==> src/rtl/led_fault_pkg.sv <==
// Package: shared widths and field positions of the fault status word.
package led_fault_pkg;
    localparam int STR_COUNT  = 4;   // number of LED strings
    localparam int WORD_W     = 8;   // width of the status word
    localparam int OV_POS     = 4;   // bit position of the overvoltage flag
    localparam logic [7:0] WORD_ADDR = 8'h0A;  // address of the status word

    typedef logic [WORD_W-1:0] fault_word_t;
endpackage

==> src/rtl/fault_trip_sync.sv <==
// Module: fault_trip_sync
// Brings a vector of asynchronous comparator trips into the clock domain
// through two flops per bit.
// Assumes the trips are levels or pulses that last at least one clock.
module fault_trip_sync #(
    parameter int W = 5
) (
    input  logic         clk,
    input  logic         rst_n,
    input  logic [W-1:0] trip_async,
    output logic [W-1:0] trip_sync
);
    logic [W-1:0] stage1;

    // Two-flop synchroniser, cleared by the synchronous reset.
    always_ff @(posedge clk) begin
        if (!rst_n) begin
            stage1    <= '0;
            trip_sync <= '0;
        end else begin
            stage1    <= trip_async;
            trip_sync <= stage1;
        end
    end
endmodule

==> src/rtl/fault_sticky_bank.sv <==
// Module: fault_sticky_bank
// Holds one sticky flag per input. A flag is set on the first synchronised
// high and cleared only by reset or by a low global enable.
// Assumes the set inputs are already synchronous to clk.
module fault_sticky_bank #(
    parameter int W = 5
) (
    input  logic         clk,
    input  logic         rst_n,
    input  logic         enable,
    input  logic [W-1:0] set_in,
    output logic [W-1:0] flags
);
    genvar i;
    generate
        for (i = 0; i < W; i++) begin : g_flag
            // One sticky flag: clear has priority, then set, else hold.
            always_ff @(posedge clk) begin
                if (!rst_n || !enable) begin
                    flags[i] <= 1'b0;
                end else if (set_in[i]) begin
                    flags[i] <= 1'b1;
                end
            end
        end
    endgenerate
endmodule

==> src/rtl/led_short_fault_reg.sv <==
// Module: led_short_fault_reg (top)
// Latches string-short and overvoltage trips into the fault status word.
// Turns off shorted strings and tells the measurement controller which
// channels to freeze.
// Assumes drv_en and rst_n are synchronous to clk. The trip inputs may be
// asynchronous.
module led_short_fault_reg
    import led_fault_pkg::*;
#(
    parameter int NUM_STRINGS = STR_COUNT
) (
    input  logic                   clk,
    input  logic                   rst_n,
    input  logic                   drv_en,
    input  logic [NUM_STRINGS-1:0] short_trip,
    input  logic                   ov_trip,
    output logic [WORD_W-1:0]      fault_word,
    output logic [NUM_STRINGS-1:0] str_en,
    output logic [NUM_STRINGS-1:0] meas_freeze
);
    localparam int TRIP_W = NUM_STRINGS + 1;
    localparam int PAD_W  = WORD_W - TRIP_W;

    logic [TRIP_W-1:0] trips_raw;
    logic [TRIP_W-1:0] trips_sync;
    logic [TRIP_W-1:0] latched;

    // Gather the string trips and the overvoltage trip into one vector.
    always_comb trips_raw = {ov_trip, short_trip};

    fault_trip_sync #(.W(TRIP_W)) u_sync (
        .clk       (clk),
        .rst_n     (rst_n),
        .trip_async(trips_raw),
        .trip_sync (trips_sync)
    );

    fault_sticky_bank #(.W(TRIP_W)) u_bank (
        .clk   (clk),
        .rst_n (rst_n),
        .enable(drv_en),
        .set_in(trips_sync),
        .flags (latched)
    );

    // Build the status word: the latched flags with the unused upper bits at zero.
    generate
        if (PAD_W > 0) begin : g_pad
            always_comb fault_word = {{PAD_W{1'b0}}, latched};
        end else begin : g_nopad
            always_comb fault_word = latched[WORD_W-1:0];
        end
    endgenerate

    genvar s;
    generate
        for (s = 0; s < NUM_STRINGS; s++) begin : g_str
            // Per-string enable and measurement freeze.
            always_comb begin
                str_en[s]      = drv_en & ~latched[s];
                meas_freeze[s] = latched[s];
            end
        end
    endgenerate
endmodule

==> config.mk <==
export PLATFORM = sky130hd
export DESIGN_NAME = led_short_fault_reg
export DESIGN_NICKNAME = d
export VERILOG_FILES = /design/src/rtl/led_fault_pkg.sv /design/src/rtl/fault_trip_sync.sv /design/src/rtl/fault_sticky_bank.sv /design/src/rtl/led_short_fault_reg.sv
export SDC_FILE = /design/constraint.sdc
export NUM_CORES = 1
export LEC_CHECK = 0
export BUFFER_PORTS_ARGS = -buffer_cell sky130_fd_sc_hd__buf_2
export CAP_MARGIN = 25
export CORE_AREA = 2 2 49 51
export DETAILED_ROUTE_END_ITERATION = 16
export DIE_AREA = 0 0 51 53
export HOLD_SLACK_MARGIN = 0.08
export PLACE_DENSITY_LB_ADDON = 0.08
export RECOVER_POWER = 25
export SYNTH_ARGS = -nofsm -noshare
export SYNTH_HDL_FRONTEND = slang
export SYNTH_SLANG_ARGS = --single-unit
==> constraint.sdc <==
create_clock -name clk -period 0.8 [get_ports clk]
set_input_delay 0.08 -clock clk [delete_from_list [all_inputs] [get_ports clk]]
set_output_delay 0.08 -clock clk [all_outputs]
set_load 0.03 [all_outputs]
==> metrics.txt, run 1 <==
crit path kind=reg2out; WL final=809 um; #FFs+latches synth=15; register area share after synthesis=0.5742; post-CTS setup buffers=0; # clock sinks=15; post-synthesis average cell area=11.89 um2; Mapped Cells=44; crit path DAT=890 ps; XOR/XNOR Fraction of Synth Area=0; RePlAce Congestion=0.5769; clock skew=2.124 ps; yosys warns=0; FMAX=1028 MHz; H-tree levels=1; top cells by area, synth=dfxtp_1 57%, and2_2 14%, buf_4 10%; routed wire length per instance=8.606 um; antenna-violating nets left=0; leakage=0.0004096 uW; Initial Util=0.2434; Detailed Routing Iterations Pass 1=2; critical path cell sequence=nor2b_2 -> buf_6; number of global-route vias before repair=270; DIE HEIGHT=53 um; Hold Slack=123.5 ps; maximum vdd ir drop=1.247 mV; IO buf count=20; post-synth cell types=8; Rows=17; top cell type's share of synthesized area=0.5742; area delta synth->final=49.28%; antenna cells=0; Slew Limit Fails=0; I/O Pins=24; via count=335; mapped cell area=523.0 um2; failing checks=setup timing; CP Capture Type=output pin; 1st-iter DRT viols=1; Cells after DPL=85; crit-path max cell delay=370 ps; DP Worst Slack=115.9 ps; largest net degree at the start of global routing=16; crit path max fanout=4; Final period util=1.216; Crit-path slowest cell=dfxtp_4; CTS tree=done; number of nets in the layout=75; CP Launch Type=flip-flop; maxcap violations=0; Skew-Pair Late Insertion Delay=270 ps; Setup-failing EPs final=13; global-route wire length before repair=1248 um; initial antenna violation count=0; final setup margin=-172.6 ps; CP required=720 ps; die boundary width=51 um; adder-cell share of the synthesized area=0; post-route setup TNS=-1229 ps; TritonCTS Buffers=3; DRC=0; Core ar.=2148 um2; Final Hold Fails=0; clock tree buffer depth=2; Post-Synth Simple-Gate Area=0.1914; total chip power=1387 uW; worst hold path class=in2reg; Overflow after GRT=0; Synth Area in Compound Gates=0.09569; vias per inst=3.564; mux cell area share after synthesis=0; Post-Layout Cell Count=94; fin crit period=972.6 ps; root buffer cell=clkbuf_4; RSZ-0062 raised after global routing=yes; status=finished, violations left; Pwr Density=1777 nW/um2; share of cells above drive strength 1=0.6364; Clock Pin Slew Worst Setup and Hold Paths=80 ps; main combinational cell family by area after synthesis=simple AND/OR/NAND/NOR gates; Global Route Usage Sum=0.06803; largest area contributor in the synthesized netlist=dfxtp_1; Die ar.=2703 um2
## sequential cells by signal (all words and copies together) (netlist names)
register / count
u_bank.flags: 5
u_sync.stage1: 5
u_sync.trip_sync: 5
## cell type report
class,count,area [um2]
multi-input combinational,22,181.4
clock buffer,4,26.28
fill,227,1368
sequential,15,314.1
tap,28,35.03
timing repair buffer,25,224.0
## logic make-up after synthesis
| kind of cell | Yosys count |
|---|---|
| AOI/OAI and AO/OA | 5 |
| buffers and inverters | 9 |
| DFF | 15 |
| other | 1 |
| and+or+nand+nor | 14 |
## where the power goes
part           switching [uW]  internal (uW)  total [uW]
sequential               12.9            768         781
clock                     211            193         404
combinational             103           99.5         202
## layout by cell type, fill, tap and decap left out
| cell type | netlist | final |
|---|---|---|
| clkbuf_1 | 0 | 1 |
| clkbuf_4 | 0 | 3 |
| nor2b_4 | 0 | 2 |
| dlygate4sd3_1 | 0 | 5 |
| o211a_1 | 5 | 5 |
| dfxtp_1 | 15 | 10 |
| dfxtp_4 | 0 | 3 |
| dfxtp_2 | 0 | 2 |
| and2_2 | 10 | 10 |
| buf_6 | 1 | 11 |
| buf_2 | 0 | 7 |
| conb_1 | 1 | 3 |
| nor2b_2 | 0 | 2 |
| buf_4 | 7 | 2 |
## repair_timing
action                     in CTS  in global routing
setup endpoints to repair      13                 13
gates resized for setup        19                 14
pin swaps                       0                  0
hold endpoints to repair        5                  0
cloned                          0                  0
hold buffers                    5                  0
## final timing paths
kind	cells after the start	slack, ps	startpoint	to
max reg2reg	1	120	u_bank.flags[2]	u_bank.flags[2]
min	2	120	drv_en	u_bank.flags[2]
min reg2reg	1	450	u_sync.stage1[1]	u_sync.trip_sync[1]
max	2	-170	u_bank.flags[3]	str_en[3]
## through the flow
stage | cell area, um2 | util
5_1_grt | 780.7 | 0.3634
3_5_place_dp | 611.8 | 0.2848
6_report | 780.7 | 0.3634
2_1_floorplan | 545.5 | -
3_3_place_gp | 611.8 | 0.2848
4_1_cts | 744.5 | 0.3465
## critical path, delay by kind of cell (launching register included)
family	cells	cell delay, ps
flops	1	370
simple gates	1	120
buf+inv	1	140
## layer usage
layer | GRT usage | wire [um] | vias to the layer above
met4 | 0.02703 | 9 | 0
li1 | - | - | 174
met5 | 0 | 0 | -
met3 | 0.05085 | 92 | 2
met2 | 0.08658 | 324 | 22
met1 | 0.08434 | 383 | 137
## cells in the mapped netlist
master / n
nor2b_1: 4
clkbuf_2: 1
conb_1: 1
buf_4: 7
o211a_1: 5
dfxtp_1: 15
and2_2: 10
buf_6: 1
Power figures use the tool's default switching activity.
==> run 2: changes to the inputs <==
CORE_AREA = 2 2 48 50   (was 2 2 49 51)
DIE_AREA = 0 0 50 52   (was 0 0 51 53)
SKIP_CTS_REPAIR_TIMING = 1   (was unset)
SYNTH_HIERARCHICAL = 1   (was unset)
==> metrics.txt, run 2 <==
status=finished, violations left; failing checks=setup timing; FMAX=963.9 MHz; Setup-failing EPs final=13; Synth Area in Compound Gates=0.09926; routed wire length per instance=8.214 um; Pwr Density=1759 nW/um2; Core ar.=2106 um2; vias per inst=3.520; most common cell after layout, fill and taps aside=buf_6; Clock Pin Slew Worst Setup and Hold Paths=90 ps; Final Util=0.3767; TritonCTS Buffers=3; Skew-Pair Late Insertion Delay=270 ps; Slew Limit Fails=0; mux cell area share after synthesis=0; Final period util=1.297; Die ar.=2600 um2; P_sw=335.1 uW; DIE HEIGHT=52 um; register area share after synthesis=0.5955; largest area contributor in the synthesized netlist=dfxtp_1; RSZ-0062 raised after global routing=yes; Post-synth EDFFs=0; Top Registers=u_bank/flags: 5 flops, u_sync/stage1: 5 flops, u_sync/trip_sync: 5 flops; CP required=720 ps; H-tree levels=1; Global Route Usage Sum=0.06154; Initial Util=0.2395; #FFs+latches synth=15; CP Capture Type=output pin; maxcap violations=0; Post-synth top cells=15 x dfxtp_1, 10 x and2_1, 7 x buf_4; # clock sinks=15; area delta synth->final=57.32%; sw frac=0.2401; I/O Pins=24; fillers=216; largest net degree at the start of global routing=16; Storage cell area=306.5 um2; post-synthesis average cell area=12.01 um2; antenna cells=0; count leader, synth=dfxtp_1; Post-synth ARST share=0; Comb pwr share=0.147; clock share of power=0.291; post-route setup TNS=-1903 ps; XOR/XNOR Fraction of Synth Area=0; clock skew=0.5838 ps; crit path DAT=960 ps; most frequent cells in the layout=14 x buf_6, 10 x dfxtp_1, 9 x and2_1; post-synth cell types=6; crit path max fanout=3; global-route wire length before repair=1159 um; initial antenna violation count=0; Area after DPL=599.3 um2; Mapped Cells=42; IO buf count=20; 1st-iter DRT viols=3; yosys warns=6; final setup margin=-237.4 ps; Finished Cell Area=793.3 um2; Rows=17; maximum vdd ir drop=0.8423 mV; fin crit period=1037 ps; leakage=0.0004180 uW; number of global-route vias before repair=275; via count=345; Final HPWL DP=516.9 um; mapped cell area=504.2 um2; adder-cell share of the synthesized area=0; top cell type's share of synthesized area=0.5955; Top FF cell, synth=dfxtp_1; Final Hold Fails=0; clock tree buffer depth=2; root buffer cell=clkbuf_4; DP Worst Slack=19.45 ps; CP Launch Type=flip-flop; CTS tree=done; top cells by area, synth=dfxtp_1 60%, and2_1 12%, buf_4 10%; Post-Synth Simple-Gate Area=0.1935; sequential power share=0.562; share of cells above drive strength 1=0.5286; antenna-violating nets left=0; Overflow after GRT=0; DRC=0; cell internal pwr=1060 uW; Detailed Routing Iterations Pass 1=4; WL final=805 um; worst hold path class=in2reg; number of nets in the layout=79; RePlAce Congestion=0.5819; crit path kind=reg2out; die boundary width=50 um; Multi-input gate area=158.9 um2; main combinational cell family by area after synthesis=simple AND/OR/NAND/NOR gates
-- run 2: changes by cell type after synthesis, sizes merged --
cell    before  now
and2b        0    4
nor2b        4    0
buf          8    7
clkbuf       1    0
-- run 2: kinds of logic after synthesis --
group	Yosys count
buffers and inverters	7
and+or+nand+nor	14
AOI/OAI and AO/OA	5
other	1
DFF	15
-- run 2: worst paths after layout --
check	start	endpoint	slack, ps	cells after the start
worst min-delay path	drv_en	u_bank/flags[4]	120	2
worst max-delay path	u_bank/flags[2]	str_en[2]	-240	2
worst max register to register	u_bank/flags[1]	u_bank/flags[1]	30	2
worst min register to register	u_sync/stage1[3]	u_sync/trip_sync[3]	430	1
-- run 2: routing by layer --
metal | up-vias | track usage | share of wire
li1 | 183 | - | -
met5 | - | 0 | 0
met3 | 0 | 0.02586 | 0.081
met4 | 0 | 0.05556 | 0
met2 | 17 | 0.08553 | 0.46
met1 | 145 | 0.07105 | 0.46
-- run 2: worst max-delay path: stages, from the launching register on --
cell and delay, ps:
dfxtp_2 340, and2b_2 220, buf_6 130
-- run 2: layout make-up --
| class | instances | share of cell area |
|---|---|---|
| Sequential cell | 15 | 0.3864 |
| Tap cell | 28 | 0.04416 |
| Clock buffer | 3 | 0.02839 |
| Multi-Input combinational cell | 22 | 0.2003 |
| Clock inverter | 1 | 0.006309 |
| Timing Repair Buffer | 29 | 0.3344 |
-- run 2: per-stage QoR --
step	cells	hold WS [ps]	power (uW)
floorplan	44	201.7	916.0
global placement	85	285.0	952.0
detailed placement	85	288.1	952.2
CTS	89	-11.91	1377
global route	98	103.8	1496
finish	98	118.9	1395
-- run 2: power groups by stage --
stage,sequential [uW],combinational (uW),clock [uW]
floorplan,813,103,0
global placement,803,149,0
detailed placement,803,149,0
CTS,785,149,442
global route,789,221,487
finish,784,206,405
